===== config.mk =====
export PLATFORM = sky130hd
export DESIGN_NAME = hall_commutator
export DESIGN_NICKNAME = d
export VERILOG_FILES = /design/src/rtl/hc_pkg.sv /design/src/rtl/hc_default_map.sv /design/src/rtl/hc_user_table.sv /design/src/rtl/hc_gate_drive.sv /design/src/rtl/hall_commutator.sv
export SDC_FILE = /design/constraint.sdc
export NUM_CORES = 1
export LEC_CHECK = 0
export BUFFER_PORTS_ARGS = -buffer_cell sky130_fd_sc_hd__buf_2
export CAP_MARGIN = 30
export CORE_MARGIN = 2
export CORE_UTILIZATION = 65
export DETAILED_ROUTE_END_ITERATION = 8
export MAX_ROUTING_LAYER = met4
export PLACE_DENSITY = 0.88
export REMOVE_ABC_BUFFERS = 1
export SLEW_MARGIN = 5
export SYNTH_ARGS = -nofsm -noshare
export SYNTH_HDL_FRONTEND = slang
export SYNTH_HIERARCHICAL = 1
export SYNTH_SLANG_ARGS = --single-unit

===== constraint.sdc =====
create_clock -name clk -period 3.05 [get_ports clk]
set_input_delay 0.4575 -clock clk [delete_from_list [all_inputs] [get_ports clk]]
set_output_delay 0.4575 -clock clk [all_outputs]
set_load 0.05 [all_outputs]

===== src/rtl/hc_pkg.sv =====
package hc_pkg;
  localparam int PHASES = 3;
  localparam int GATES  = 2 * PHASES;
  localparam int CODE_W = 2;
  localparam int WORD_W = GATES * CODE_W;
  localparam int HALL_W = 3;
  localparam int ADDR_W = HALL_W + 1;
  localparam int DEPTH  = 1 << ADDR_W;

  typedef enum logic [CODE_W-1:0] {
    GC_OFF  = 2'b00,
    GC_ON   = 2'b01,
    GC_PWM  = 2'b10,
    GC_PWMN = 2'b11
  } gcode_t;
endpackage


===== src/rtl/hc_default_map.sv =====
module hc_default_map
  import hc_pkg::*;
(
  input  logic              dir,
  input  logic [HALL_W-1:0] hall,
  output logic [WORD_W-1:0] codes
);
  logic [2:0] hp_idx;
  logic [2:0] st_idx;
  logic       legal;

  always_comb begin
    legal  = 1'b1;
    hp_idx = 3'd0;
    st_idx = 3'd0;
    unique case ({dir, hall})
      4'b1_001: begin hp_idx = 3'd0; st_idx = 3'd4; end
      4'b1_011: begin hp_idx = 3'd2; st_idx = 3'd4; end
      4'b1_010: begin hp_idx = 3'd2; st_idx = 3'd3; end
      4'b1_110: begin hp_idx = 3'd1; st_idx = 3'd3; end
      4'b1_100: begin hp_idx = 3'd1; st_idx = 3'd5; end
      4'b1_101: begin hp_idx = 3'd0; st_idx = 3'd5; end
      4'b0_101: begin hp_idx = 3'd2; st_idx = 3'd3; end
      4'b0_100: begin hp_idx = 3'd2; st_idx = 3'd4; end
      4'b0_110: begin hp_idx = 3'd0; st_idx = 3'd4; end
      4'b0_010: begin hp_idx = 3'd0; st_idx = 3'd5; end
      4'b0_011: begin hp_idx = 3'd1; st_idx = 3'd5; end
      4'b0_001: begin hp_idx = 3'd1; st_idx = 3'd3; end
      default:  legal = 1'b0;
    endcase
  end

  always_comb begin
    codes = '0;
    for (int g = 0; g < GATES; g++) begin
      if (legal) begin
        if (3'(g) == hp_idx)                codes[g*CODE_W +: CODE_W] = GC_PWM;
        else if (3'(g) == hp_idx + 3'(PHASES)) codes[g*CODE_W +: CODE_W] = GC_PWMN;
        else if (3'(g) == st_idx)           codes[g*CODE_W +: CODE_W] = GC_ON;
      end
    end
  end
endmodule


===== src/rtl/hc_user_table.sv =====
module hc_user_table
  import hc_pkg::*;
(
  input  logic              clk,
  input  logic              rst_n,
  input  logic              we,
  input  logic [ADDR_W-1:0] waddr,
  input  logic [WORD_W-1:0] wdata,
  input  logic [ADDR_W-1:0] raddr,
  output logic [WORD_W-1:0] rdata
);
  logic [WORD_W-1:0] mem_q [DEPTH];
  logic [WORD_W-1:0] mem_d [DEPTH];

  always_comb begin
    for (int i = 0; i < DEPTH; i++) begin
      mem_d[i] = mem_q[i];
    end
    if (we) mem_d[waddr] = wdata;
  end

  generate
    for (genvar e = 0; e < DEPTH; e++) begin : g_entry
      always_ff @(posedge clk or negedge rst_n) begin
        if (!rst_n)                       mem_q[e] <= '0;
        else if (we && waddr == ADDR_W'(e)) mem_q[e] <= mem_d[e];
      end
    end
  endgenerate

  assign rdata = mem_q[raddr];

  // a written entry reads back as written
  a_r8_write_lands: assert property (@(posedge clk) disable iff (!rst_n)
    we |=> mem_q[$past(waddr)] == $past(wdata));
endmodule


===== src/rtl/hc_gate_drive.sv =====
module hc_gate_drive
  import hc_pkg::*;
(
  input  logic              clk,
  input  logic              rst_n,
  input  logic [WORD_W-1:0] codes,
  input  logic              pwm,
  input  logic              kill,
  output logic [GATES-1:0]  gates
);
  logic [GATES-1:0] gates_d;
  logic [GATES-1:0] gates_q;

  generate
    for (genvar g = 0; g < GATES; g++) begin : g_gate
      always_comb begin
        if (kill) begin
          gates_d[g] = 1'b0;
        end else begin
          unique case (gcode_t'(codes[g*CODE_W +: CODE_W]))
            GC_OFF:  gates_d[g] = 1'b0;
            GC_ON:   gates_d[g] = 1'b1;
            GC_PWM:  gates_d[g] = pwm;
            GC_PWMN: gates_d[g] = ~pwm;
            default: gates_d[g] = 1'b0;
          endcase
        end
      end
    end
  endgenerate

  always_ff @(posedge clk or negedge rst_n) begin
    if (!rst_n) gates_q <= '0;
    else        gates_q <= gates_d;
  end

  assign gates = gates_q;

  // an illegal code switches every gate off at the next edge
  a_r1_kill_off: assert property (@(posedge clk) disable iff (!rst_n)
    kill |=> gates == '0);
endmodule


===== src/rtl/hall_commutator.sv =====
module hall_commutator
  import hc_pkg::*;
(
  input  logic        clk,
  input  logic        rst_n,
  input  logic [2:0]  hall_pins,
  input  logic [2:0]  hall_sw,
  input  logic        hall_src_sw,
  input  logic        dir,
  input  logic        pwm,
  input  logic        use_user,
  input  logic        tbl_we,
  input  logic [3:0]  tbl_waddr,
  input  logic [11:0] tbl_wdata,
  output logic [2:0]  gate_hi,
  output logic [2:0]  gate_lo,
  output logic        hall_err
);
  logic [HALL_W-1:0] hall_sel;
  logic [WORD_W-1:0] def_codes;
  logic [WORD_W-1:0] usr_codes;
  logic [WORD_W-1:0] act_codes;
  logic [GATES-1:0]  gates;

  assign hall_sel  = hall_src_sw ? hall_sw : hall_pins;
  assign hall_err  = (hall_sel == '0) || (hall_sel == '1);
  assign act_codes = use_user ? usr_codes : def_codes;

  hc_default_map u_def (
    .dir   (dir),
    .hall  (hall_sel),
    .codes (def_codes)
  );

  hc_user_table u_tbl (
    .clk   (clk),
    .rst_n (rst_n),
    .we    (tbl_we),
    .waddr (tbl_waddr),
    .wdata (tbl_wdata),
    .raddr ({dir, hall_sel}),
    .rdata (usr_codes)
  );

  hc_gate_drive u_drv (
    .clk   (clk),
    .rst_n (rst_n),
    .codes (act_codes),
    .pwm   (pwm),
    .kill  (hall_err),
    .gates (gates)
  );

  assign gate_hi = gates[PHASES-1:0];
  assign gate_lo = gates[GATES-1:PHASES];

  // built-in table never turns both switches of one leg on
  a_r3_no_shoot: assert property (@(posedge clk) disable iff (!rst_n)
    !$past(use_user) |-> (gate_hi & gate_lo) == 3'b000);

  // built-in table drives at most one high side
  a_r4_one_high: assert property (@(posedge clk) disable iff (!rst_n)
    !$past(use_user) |-> $countones(gate_hi) <= 1);
endmodule


==> Word-level counts from Yosys, hierarchy flattened <==
Cells that the tools add are included.
{ "totals": {"ff_bits": 198, "latch_bits": 0, "mem_bits_rw": 0, "rom_bits": 0, "in_bits": 29, "out_inout_bits": 7, "wordCells": 183, "n_memories": 0} }
{ "op_classes": {"addsub": 1, "mul": 0, "n_div": 0, "order_cmp": 3, "eq_ne": 61, "n_shift": 0, "n_mux": 47, "bitwise_logic": 3, "reduce_logical": 51} }
{ "op_table": {"columns": ["operator", "count"], "rows": [
  ["$bwmux W192", 1],
  ["$eq A4 B4 Y1 const B", 14],
  ["$bmux W12 S4", 1],
  ["$demux W12 S4", 1],
  ["$mux W12", 4],
  ["$mux W2", 18],
  ["$reduce_and A2 Y1", 16],
  ["$eq A4 B3 Y1 const B", 7],
  ["$eq A2 B2 Y1 const B", 12],
  ["$pmux W1 S4", 6],
  ["$reduce_or A4 Y1", 5],
  ["$logic_and A1 B1 Y1", 17],
  ["$eq A4 B2 Y1 const B", 4],
  ["$mux W1", 13],
  ["$eq A2 B1 Y1 const B", 6],
  ["$eq A2 B3 Y1 const A", 4],
  ["$eq A3 B3 Y1 const A", 4],
  ["$logic_not A2 Y1", 6],
  ["$logic_not A3 Y1", 4],
  ["$reduce_or A12 Y1", 1],
  ["$ge A5 B5 Y1 const B", 2],
  ["$not A4 Y5", 2],
  ["$pmux W3 S3", 1],
  ["$eq A4 B1 Y1 const B", 2],
  ["other kinds (12)", 15]
]} }

==> Longest topological paths before layout <==
Gate-level depths: netlist of the first run.
{ "logic_depth": {"ltp_word": 13, "ltp_mapped": 12, "depth_no_buf": 12} }

==> By module <==
Netlist of the first run, hierarchy kept.
{ "by_module_without_submodules": {"columns": ["module", "n_inst", "cells_each", "area_each_um2", "seq_area_each_um2"], "rows": [
  ["hc_user_table", 1, 540, 8633.3, 4804.6],
  ["hc_default_map", 1, 43, 350.3, 0.0],
  ["hc_gate_drive", 1, 25, 296.5, 150.1],
  ["hall_commutator", 1, 20, 210.2, 0.0]
]} }

==> Worst setup path after synthesis of the first run <==
No wires, ideal clock.
{ "synth_path": {"path_type": "input -> register", "from": "input hall_src_sw", "to": "register u_drv.gates_q[0], in the netlist u_drv/gates[0]", "setup_ps": 162, "arrival_ps": 2590, "t_required_ps": 2888, "setup_slack_ps": 298, "stages": 11, "path_cell_list": "mux2i_1 -> inv_1 -> nand2b_1 -> o21a_1 -> ha_1 -> and3b_1 -> o21ai_0 -> a31oi_1 -> mux2_2 -> a21bo_2 -> a21oi_1"} }
{ "synth_between": {"elab_chain_len": 13, "word_cells_on_any_way": 44, "classes_between": "add/sub (1); eq/ne (16); mux (14); bitwise (1); reduce/logical (12)"} }
{ "synth_lines": {"columns": ["element", "line_no", "rtl"], "rows": [
  ["start: declaration", "hall_commutator.sv:8", "input logic hall_src_sw,"],
  ["$mux W3 (*)", "hall_commutator.sv:25", "assign hall_sel = hall_src_sw ? hall_sw : hall_pins;"],
  ["named net hall_sel[2]", "hall_commutator.sv:19", "logic [HALL_W-1:0] hall_sel;"],
  ["$eq A4 B4 Y1, or another cell as far along", "hc_default_map.sv:16", "unique case ({dir, hall})"],
  ["$reduce_or A4 Y1 (no source line)", null, null],
  ["$pmux W2 S2 or $pmux W3 S3 (tied branches)", "hc_default_map.sv:16", null],
  ["$add A2 B2 Y3 or $logic_not A3 Y1 (tied branches)", "hc_default_map.sv:38, hc_default_map.sv:39", null],
  ["$logic_not A3 Y1 or $mux W1 (tied branches)", "hc_default_map.sv:38, hc_default_map.sv:39", null],
  ["$mux W2", "hc_default_map.sv:38", "else if (3'(g) == hp_idx + 3'(PHASES)) codes[g*CODE_W +: CODE_W] = GC_PWMN;"],
  ["$mux W2", "hc_default_map.sv:37", "if (3'(g) == hp_idx) codes[g*CODE_W +: CODE_W] = GC_PWM;"],
  ["$mux W2 (*)", "hc_default_map.sv:36", "if (legal) begin"],
  ["named net def_codes[0]", "hall_commutator.sv:20", "logic [WORD_W-1:0] def_codes;"],
  ["$mux W12 (*)", "hall_commutator.sv:27", "assign act_codes = use_user ? usr_codes : def_codes;"],
  ["named net act_codes[0]", "hall_commutator.sv:22", "logic [WORD_W-1:0] act_codes;"],
  ["$eq A2 B2 Y1, or another cell as far along", "hc_gate_drive.sv:20", "unique case (gcode_t'(codes[g*CODE_W +: CODE_W]))"],
  ["$pmux W1 S4 (*)", "hc_gate_drive.sv:20", null],
  ["$mux W1 (*)", "hc_gate_drive.sv:17", "if (kill) begin"],
  ["named net u_drv.gates_d[0]", "hc_gate_drive.sv:11", "logic [GATES-1:0] gates_d;"],
  ["end signal: assignment", "hc_gate_drive.sv:34", "else gates_q <= gates_d;"],
  ["end: declaration", "hc_gate_drive.sv:12", "logic [GATES-1:0] gates_q;"]
]} }
The timed path passes the listed nets; every way through them passes the cells marked *. The select of a mux whose other input is x is not followed.
A chain may end at the register's enable or synchronous reset.

==> Final worst setup path of the first run <==
{ "layout_path": {"from": "input hall_src_sw", "to": "output hall_err"} }
{ "layout_between": {"elab_chain_len": 3, "word_cells_on_any_way": 4, "classes_between": "eq/ne (1); mux (1); reduce/logical (2)"} }
{ "layout_lines": {"columns": ["element", "line_no", "rtl"], "rows": [
  ["$mux W3 (*)", "hall_commutator.sv:25", null],
  ["named net hall_sel[1]", "hall_commutator.sv:19", null],
  ["$eq A3 B3 Y1 or $logic_not A3 Y1 (tied branches)", "hall_commutator.sv:26", "assign hall_err = (hall_sel == '0) || (hall_sel == '1);"],
  ["$logic_or A1 B1 Y1 (*)", "hall_commutator.sv:26", null],
  ["end: declaration", "hall_commutator.sv:17", "output logic hall_err"]
]} }
The timed path passes the listed nets; every way through them passes the cells marked *.

==> metrics.csv, run 1 <==
metric,value,unit
synthFlopType,dfrtp_1,
worstPathCellList,buf_2 > mux2_2 > buf_4 > o22ai_2 > buf_2,
maxSlewViolCount,0,
drt-total-wl,21800,um
totalNegativeSetupSlack,0,ns
critPathArrivalTime,2.17,ns
synth_edf_count,0,
p_leak,4.56,nW
async_flop_share,100,%
worst-path-max-fanout,27,
dieArea,15600,um2
ys_warn_count,6,
yosysTopAreaCell,dfrtp_1,
syn_area,9490,um2
place.gp.congestion,0.905,
synth_top_cell_area_share,52.2,%
grt_pass1_wl,35200,um
antenna_found_initial,0,
syn_area_per_cell,15.1,um2
path_class,input port to primary output,
setup_viol,0,
path_common_cell,buf_2,
ant_nets,0,
rows,44,
clk_pin_slew,0.07,ns
syn_to_final_growth,11.1,%
cts_buffer_depth,2,
grt_max_degree,73,
critPathSlowestCell,o22ai_2,
cts.repair.resized,0,
core_area,14400,um2
worst_setup_path_start_kind,input port,
drtIter0Drc,618,
drive_gt1_share,53.5,%
clock.fmax,380,MHz
drv_cap,0,
synth_cell_type_count,41,
nNetsFinal,699,
grt_setup_unrepaired,false,
cts.sinks,198,
overflow,0,
wl_per_cell,25.3,um
h-tree-depth,4,
cts_hold_buf,0,
grt_pass1_vias,6181,
die_w,125,um
synth-seq-cells,198,
relSlewSlack,46.9,%
final_common_cell,mux2_2,
critical_path.max_stage_delay,0.50,ns
vdd_drop_max,452,uV
num_vias,5801,
crit_family,buffers and inverters,
hold_violations,0,
final_cell_mix,"203 x mux2_2, 198 x dfrtp_1, 48 x mux4_2, 34 x buf_2",
fillers,845,
dr.pass1.iters,5,
viasPerCell,6.75,
cts_tree,built,
cp_data_required_time,2.59,ns
n_antenna_cell,0,
drc_errors,0,
synth_area_leaders,"dfrtp_1 52%, mux2_2 24%, mux4_2 11%",
critPathCaptureType,primary output,
die_h,125,um
final_area,10500,um2
syn_inst,628,
worstMarginPinSlew,0.796,ns
clk-insertion-delay-late,0.43,ns
p_total,0.00739,W
ys_seq_area_share,52.2,%
hp-class,input port to asynchronous set/reset pin,
place_area,9950,um2
period_needed,2.63,ns
crit_buf_inv,3,
cts_root_buf,clkbuf_16,
grt_usage,30.6,%
status,"complete, no violations",
numPortBuffers,35,
post_cts_buffers,0,
skew,0.00767,ns
cts_made_buffers,17,
ios,36,
period_share,86.2,%
hpwl,13600,um
start_util,65.8,%
powerDensity,700,nW/um2
==> area by class of cell <==
class                   count  area, um2  share of cell area, %
clock buffers              23        488                   4.63
clock inverters             9        114                   1.08
inverters                   4       15.0                  0.142
multi-input cells         379       4320                   41.0
flip-flops and latches    198       4950                   47.0
well taps                 184        230                   2.18
repair buffers             62        424                   4.02
==> flip-flops by register name, summed over array words and instances, names as in the netlist <==
register,count
u_drv/gates,6
u_tbl/mem_q,192
==> path summary, 6_finish.rpt <==
kind,from,end,slack [ns],cells after the start
max in group asynchronous,rst_n,u_tbl/mem_q[9],2.15,2
hold reg to reg,u_tbl/mem_q[24],u_tbl/mem_q[24],0.50,1
min in group clk,pwm,u_drv/gates[3],0.45,3
hold / removal,rst_n,u_tbl/mem_q[108],0.03,1
setup reg to reg,u_tbl/mem_q[87],u_drv/gates[1],1.04,6
setup / recovery,hall_src_sw,hall_err,0.42,5
==> synth_stat cells, drive strengths merged (2+ instances only) <==
cell type    n
dfrtp      198
nand3b       8
nor2b        9
nor2         9
or3          2
inv          4
nand2       18
a21bo        6
clkbuf      18
mux4        48
ha           8
o21a         2
mux2i        2
nand2b       5
a21oi        7
o21ai        3
a22oi       24
buf         29
nand3        2
nor4bb       2
nor3         8
mux2       206
==> worst register-to-register path: stages (launching register included) <==
cell	delay, ns
dfrtp_1	0.40
mux4_2	0.48
a22oi_1	0.28
nand2_1	0.13
mux2_2	0.30
a21bo_2	0.21
a21oi_1	0.13
==> kinds of logic after synthesis <==
group	count (synthesis)	share of synthesized area, %
compound gates	46	3.59
fa+ha+maj	8	1.05
buf+inv	51	2.64
flops	198	52.2
mux	256	36.1
simple gates	69	4.43
==> stage by stage <==
step           utilization [%]  instances  hold WS, ns  setup WS, ns
6_report                  73.1        859       0.0272         0.421
5_1_grt                   73.1        859       0.0637         0.404
4_1_cts                   73.1        859       0.0459         0.439
3_5_place_dp              69.0        827        0.490         0.201
3_3_place_gp              69.0        827        0.482         0.321
2_1_floorplan                -        581        0.162         0.129
==> where the power goes <==
part	switching, W	internal, W	total [W]	leakage (nW)
sequential	0.000331	0.00324	0.00357	2.43
clock	0.000963	0.00130	0.00226	0.286
combinational	0.000657	0.000899	0.00156	1.84
==> layer usage <==
metal	global-route usage (%)	part of all wire [%]
met1	42.2	42
met2	46.1	48
met3	7.56	7.1
met4	9.48	2.4
met5	-	0
No activity file was read; power rests on OpenSTA's default activity.
==> run 2: changes to the inputs <==
--- a/config.mk
+++ b/config.mk
@@ -5,6 +5,7 @@
 export SDC_FILE = /design/constraint.sdc
 export NUM_CORES = 1
 export LEC_CHECK = 0
+export ABC_AREA = 1
 export BUFFER_PORTS_ARGS = -buffer_cell sky130_fd_sc_hd__buf_2
 export CAP_MARGIN = 30
 export CORE_MARGIN = 2
==> metrics.csv, run 2 <==
metric,value,unit,change
period_share,78.6,%,was 86.2%
ios,36,,unchanged
syn_area_per_cell,7.37,um2,was 15.1 um2
grt_setup_unrepaired,false,,unchanged
antenna_found_initial,0,,unchanged
worst_setup_path_start_kind,input port,,unchanged
largest_register_ffs,192,,unchanged
power_frac_comb,21.8,%,was 21.1%
numPortBuffers,35,,unchanged
wl_per_cell,16.0,um,was 25.3 um
rows,45,,was 44
num_vias,9092,,was 5801
clock.fmax,417,MHz,was 380 MHz
switchingPower,0.00229,W,was 0.00195 W
grt_use_met3,6.61,%,was 7.56%
synth_most_common_cell,nand2_1,,was mux2_2
drt-total-wl,25600,um,was 21800 um
maxSlewViolCount,0,,unchanged
cp_data_required_time,2.59,ns,about the same
synthFlopType,dfrtp_1,,unchanged
worstMarginPinSlew,0.965,ns,was 0.796 ns
syn_inst,1387,,was 628
grt_usage,33.2,%,was 30.6%
grt_max_degree,69,,was 73
p_sw_share,31.5,%,was 26.4%
setup_viol,0,,unchanged
ys_warn_count,6,,unchanged
r2r_setup_slack,1.49,ns,was 1.04 ns
viasPerCell,5.69,,was 6.75
ant_nets,0,,unchanged
final_common_cell,nand2_1,,was mux2_2
p_leak,5.83,nW,was 4.56 nW
worst-path-max-fanout,18,,was 27
start_util,67.0,%,was 65.8%
grtUsageMet2,52.7,%,was 46.1%
drive_gt1_share,8.08,%,was 53.5%
cts_hold_buf,0,,unchanged
pre_cts_slack,0.418,ns,was 0.201 ns
largest_register,u_tbl/mem_q,,unchanged
synth_edf_count,0,,unchanged
place_area,10500,um2,was 9950 um2
h-tree-depth,4,,unchanged
ys_seq_area_share,48.5,%,was 52.2%
n_antenna_cell,0,,unchanged
die_h,129,um,was 125 um
skew,0.00527,ns,was 0.00767 ns
dr.pass1.iters,7,,was 5
synth_cell_type_count,24,,was 41
critPathArrivalTime,1.94,ns,was 2.17 ns
fin_ws,0.654,ns,was 0.421 ns
cts.sinks,198,,unchanged
cts_tree,built,,unchanged
vdd_drop_max,542,uV,was 452 uV
grt.busiest_layer,met2,,unchanged
hp-class,input port to asynchronous set/reset pin,,unchanged
clk-insertion-delay-late,0.43,ns,about the same
grt_pass1_wl,42100,um,was 35200 um
die_w,129,um,was 125 um
critPathCaptureType,primary output,,unchanged
p_clk_share,30.6,%,was 30.7%
syn_area,10200,um2,was 9490 um2
drv_cap,0,,unchanged
pwr-share-seq,47.7,%,was 48.3%
path_class,input port to primary output,,unchanged
post_cts_buffers,0,,unchanged
final_area,11100,um2,was 10500 um2
cts.repair.resized,0,,unchanged
internal-power,0.00496,W,was 0.00544 W
status,"complete, no violations",,unchanged
cts_buffer_depth,2,,unchanged
yosysTopAreaCell,dfrtp_1,,unchanged
drc_errors,0,,unchanged
met1_usage,42.5,%,was 42.2%
syn_to_final_growth,8.24,%,was 11.1%
clk_pin_slew,0.07,ns,about the same
overflow,0,,unchanged
synthTopCellsByCount,"471 x nand2_1, 202 x o21ai_0, 201 x inv_1",,"was 203 x mux2_2, 198 x dfrtp_1, 48 x mux4_2"
relSlewSlack,35.5,%,was 46.9%
synth_top_cell_area_share,48.5,%,was 52.2%
synth-seq-cells,198,,unchanged
dieArea,16700,um2,was 15600 um2
synth_area_leaders,"dfrtp_1 48%, nand2_1 17%, o21ai_0 9.9%",,"was dfrtp_1 52%, mux2_2 24%, mux4_2 11%"
core_area,15300,um2,was 14400 um2
async_flop_share,100,%,unchanged
cts_made_buffers,17,,unchanged
nNetsFinal,1410,,was 699
cts_root_buf,clkbuf_16,,unchanged
final_cell_mix,"470 x nand2_1, 202 x o21ai_0, 200 x inv_1, 198 x dfrtp_1, 160 x nand3_1",,"was 203 x mux2_2, 198 x dfrtp_1, 48 x mux4_2, 34 x buf_2"
period_needed,2.40,ns,was 2.63 ns
place.gp.congestion,0.886,,was 0.905
drtIter0Drc,1281,,was 618
powerDensity,656,nW/um2,was 700 nW/um2
hold_violations,0,,unchanged
grt_pass1_vias,8669,,was 6181
hpwl,15900,um,was 13600 um
[run 2: cell count changes after synthesis, moves of 12 or more]
cell / change
nand2_1: +453
clkbuf_1: +37
nor2_1: +12
a22oi_1: -24
nand3_1: +158
mux4_2: -48
o21ai_0: +199
inv_1: +197
mux2_2: -201
[run 2: worst max-delay path, cell delays in order]
cell,delay (ns)
buf_2,0.14
inv_2,0.09
nand2_1,0.07
nand2_2,0.31
buf_4,0.35
nand3_2,0.14
nand2_1,0.12
buf_2,0.26
[run 2: worst paths after layout]
kind / from / end / cells past startpoint
worst max register to register: u_tbl/mem_q[5] / u_drv/gates[2] / 10
max in group asynchronous: rst_n / u_tbl/mem_q[14] / 2
worst max-delay path: hall_src_sw / hall_err / 8
worst min-delay path: rst_n / u_tbl/mem_q[144] / 1
worst min register to register: u_tbl/mem_q[174] / u_tbl/mem_q[174] / 2
min in group clk: tbl_wdata[4] / u_tbl/mem_q[76] / 3
[run 2: through the flow]
step	setup TNS (ns)	cells	power, W	util [%]	hold slack, ns
after floorplan	-5.37	1300	0.00452	-	0.162
after global placement	0	1565	0.00492	68.7	0.466
after detailed placement	0	1565	0.00500	68.7	0.473
after CTS	0	1597	0.00725	72.5	0.0348
after global routing	0	1597	0.00767	72.5	0.0514
final	0	1597	0.00725	72.5	0.0218
[run 2: layout make-up]
class,instances,area (um2)
Sequential cell,198,4950
Fill cell,1163,4200
Multi-Input combinational cell,897,4110
Inverter,205,774
Clock buffer,21,450
Timing Repair Buffer,54,377
Tap cell,211,264
Clock inverter,11,126
[run 2: cell families after synthesis]
| kind of cell | share of synthesized area [%] |
|---|---|
| AO/OA/AOI/OAI | 10.4 |
| adder cells (fa/ha/maj) | 0.980 |
| buffers and inverters | 11.3 |
| flip-flops | 48.5 |
| multiplexers | 1.69 |
| AND/OR/NAND/NOR | 27.1 |
[run 2: per-layer routing]
layer	wire length [um]	part of all wire [%]
met1	10500	41
met2	12200	48
met3	2140	8.4
met4	782	3.1
met5	0	0
[run 2: power by group through the flow]
| stage | Sequential (W) | Combinational (W) | Clock (W) |
|---|---|---|---|
| after floorplan | 0.00347 | 0.00105 | 0 |
| after global placement | 0.00346 | 0.00146 | 0 |
| after detailed placement | 0.00348 | 0.00153 | 0 |
| after CTS | 0.00344 | 0.00156 | 0.00224 |
| after global routing | 0.00351 | 0.00180 | 0.00236 |
| final | 0.00345 | 0.00158 | 0.00222 |
==> run 3: changes to the inputs <==
--- a/config.mk
+++ b/config.mk
@@ -9,10 +9,10 @@
 export BUFFER_PORTS_ARGS = -buffer_cell sky130_fd_sc_hd__buf_2
 export CAP_MARGIN = 30
 export CORE_MARGIN = 2
-export CORE_UTILIZATION = 65
+export CORE_UTILIZATION = 56
 export DETAILED_ROUTE_END_ITERATION = 8
 export MAX_ROUTING_LAYER = met4
-export PLACE_DENSITY = 0.88
+export PLACE_DENSITY = 0.81
 export REMOVE_ABC_BUFFERS = 1
 export SLEW_MARGIN = 5
 export SYNTH_ARGS = -nofsm -noshare
==> constraint.sdc (replaced) <==
create_clock -name clk -period 2 [get_ports clk]
set_input_delay 0.3 -clock clk [delete_from_list [all_inputs] [get_ports clk]]
set_output_delay 0.3 -clock clk [all_outputs]
set_load 0.05 [all_outputs]
==> metrics.csv, run 3 (synthesized netlist as in run 2, its figures left out) <==
metric,value,unit,change
path_class,input port to primary output,,unchanged
num_vias,8830,,was 9092
final_area,11400,um2,was 11100 um2
grt_max_degree,60,,was 69
cts_made_buffers,17,,unchanged
clk-insertion-delay-late,0.44,ns,was 0.43 ns
grt_setup_unrepaired,false,,unchanged
place.gp.congestion,0.922,,was 0.886
worstMarginPinSlew,0.533,ns,was 0.965 ns
whs,0.100,ns,was 0.0218 ns
dieArea,19300,um2,was 16700 um2
period_needed,1.81,ns,
largest_register_ffs,192,,unchanged
cts_root_buf,clkbuf_16,,unchanged
start_util,57.1,%,was 67.0%
die_w,139,um,was 129 um
wl_per_cell,15.0,um,was 16.0 um
drv_cap,0,,unchanged
h-tree-depth,4,,unchanged
powerDensity,965,nW/um2,was 656 nW/um2
antenna_found_initial,0,,unchanged
cts.sinks,198,,unchanged
internal-power,0.00754,W,was 0.00496 W
grt_pass1_wl,41800,um,was 42100 um
critPathSlowestCell,buf_2,,was buf_4
wl_met3,1340,um,was 2140 um
met2_length,11900,um,was 12200 um
switchingPower,0.00348,W,was 0.00229 W
cts_buffer_depth,2,,unchanged
status,"complete, no violations",,unchanged
critical_path.max_stage_delay,0.26,ns,was 0.35 ns
fin_ws,0.194,ns,was 0.654 ns
hp-class,input port to flop,,was input port to asynchronous set/reset pin
final_common_cell,nand2_1,,unchanged
placed_cells,1619,,was 1565
n_antenna_cell,0,,unchanged
cts_tree,built,,unchanged
layoutNonFillerInstCount,1652,,was 1597
viasPerCell,5.35,,was 5.69
ff_latch_area,4950,um2,unchanged
p_sw_share,31.6,%,was 31.5%
grt_pass1_vias,8506,,was 8669
cts.repair.resized,0,,unchanged
multi_input_area,4110,um2,unchanged
pre_cts_slack,-0.168,ns,was 0.418 ns
numPortBuffers,35,,unchanged
largest_register,u_tbl/mem_q,,unchanged
skew,0.00784,ns,was 0.00527 ns
rows,49,,was 45
maxSlewViolCount,0,,unchanged
worst-path-max-fanout,8,,was 18
die_h,139,um,was 129 um
pwr-share-seq,47.5,%,was 47.7%
top_layer,met4,,unchanged
clk_pin_slew,0.07,ns,about the same
crit_family,buffers and inverters,,unchanged
setup_viol,0,,unchanged
place_area,10900,um2,was 10500 um2
m1WireLength,11200,um,was 10500 um
relSlewSlack,64.4,%,was 35.5%
grt_usage,27.7,%,was 33.2%
p_clk_share,30.2,%,was 30.6%
power_frac_comb,22.2,%,was 21.8%
worst_setup_path_start_kind,input port,,unchanged
fillers,1551,,was 1163
ios,36,,unchanged
critPathArrivalTime,1.51,ns,was 1.94 ns
drc_errors,0,,unchanged
core_area,17900,um2,was 15300 um2
critPathCaptureType,primary output,,unchanged
p_leak,6.03,nW,was 5.83 nW
hpwl,16700,um,was 15900 um
overflow,0,,unchanged
drt-total-wl,24800,um,was 25600 um
p_total,0.0110,W,was 0.00725 W
crit_buf_inv,5,,was 4
drtIter0Drc,783,,was 1281
vdd_drop_max,631,uV,was 542 uV
drive_gt1_share,10.5,%,was 8.08%
worstPathCellList,buf_2 > inv_2 > nand2_1 > nand2_4 > buf_4 > buf_4 > nand3_2 > nand2_1 > buf_2,,was buf_2 > inv_2 > nand2_1 > nand2_2 > buf_4 > nand3_2 > nand2_1 > buf_2
cp_data_required_time,1.70,ns,was 2.59 ns
syn_to_final_growth,11.8,%,was 8.24%
clock.fmax,554,MHz,
period_share,90.3,%,
hold_violations,0,,unchanged
ant_nets,0,,unchanged
nNetsFinal,1447,,was 1410
dr.pass1.iters,5,,was 7
final_cell_mix,"470 x nand2_1, 202 x o21ai_0, 200 x inv_1, 198 x dfrtp_1, 160 x nand3_1",,unchanged
==> run 3: metal layers <==
metal / vias to the layer above / track usage [%]
met1: 4177 / 35.9
met4: 0 / 8.67
met2: 264 / 44.8
met3: 39 / 4.73
li1: 4350 / -
met5: - / -
==> run 3: worst reg2reg max path, stage by stage, from the launching register on <==
cell	delay, ns
dfrtp_1	0.38
inv_1	0.08
nand2_1	0.07
nand3_1	0.10
nand3_1	0.09
nand3_1	0.16
nand2_1	0.09
mux2_4	0.26
a21oi_1	0.16
nor2_1	0.06
==> run 3: power by group through the flow <==
stage	clock network, W	logic (W)	registers, W
after global routing	0.00355	0.00283	0.00534
after CTS	0.00340	0.00244	0.00524
after global placement	0	0.00233	0.00527
after floorplan	0	0.00160	0.00529
final	0.00333	0.00245	0.00524
after detailed placement	0	0.00242	0.00531
==> run 3: metrics by stage <==
stage,utilization (%),setup TNS [ns]
after floorplan,-,-11.02
after global placement,60.6,-0.575
after detailed placement,60.6,-0.862
after CTS,63.8,0
after global routing,63.8,0
final,63.8,0
==> run 3: worst paths after layout <==
path / from / endpoint / slack (ns) / depth (start not counted)
min in group asynchronous: rst_n / u_tbl/mem_q[111] / 0.37 / 2
setup reg to reg: u_tbl/mem_q[99] / u_drv/gates[1] / 0.45 / 9
setup / recovery: hall_src_sw / hall_err / 0.19 / 9
hold reg to reg: u_tbl/mem_q[177] / u_tbl/mem_q[177] / 0.49 / 2
max in group asynchronous: rst_n / u_tbl/mem_q[74] / 0.96 / 3
hold / removal: tbl_wdata[5] / u_tbl/mem_q[65] / 0.10 / 3
==> run 3: layout make-up <==
type,count,share of cell area [%]
clock buffers,20,3.91
clock inverters,12,1.05
inverters,205,6.78
multi-input cells,897,36.0
well taps,229,2.51
repair buffers,91,6.41
flip-flops and latches,198,43.4
==> run 3: what timing repair did <==
item / CTS / global route
hold endpoints to repair: 46 / 0
hold buffers: 1 / 0
endpoints found under the setup margin: 0 / 0
setup buffers: 0 / 0
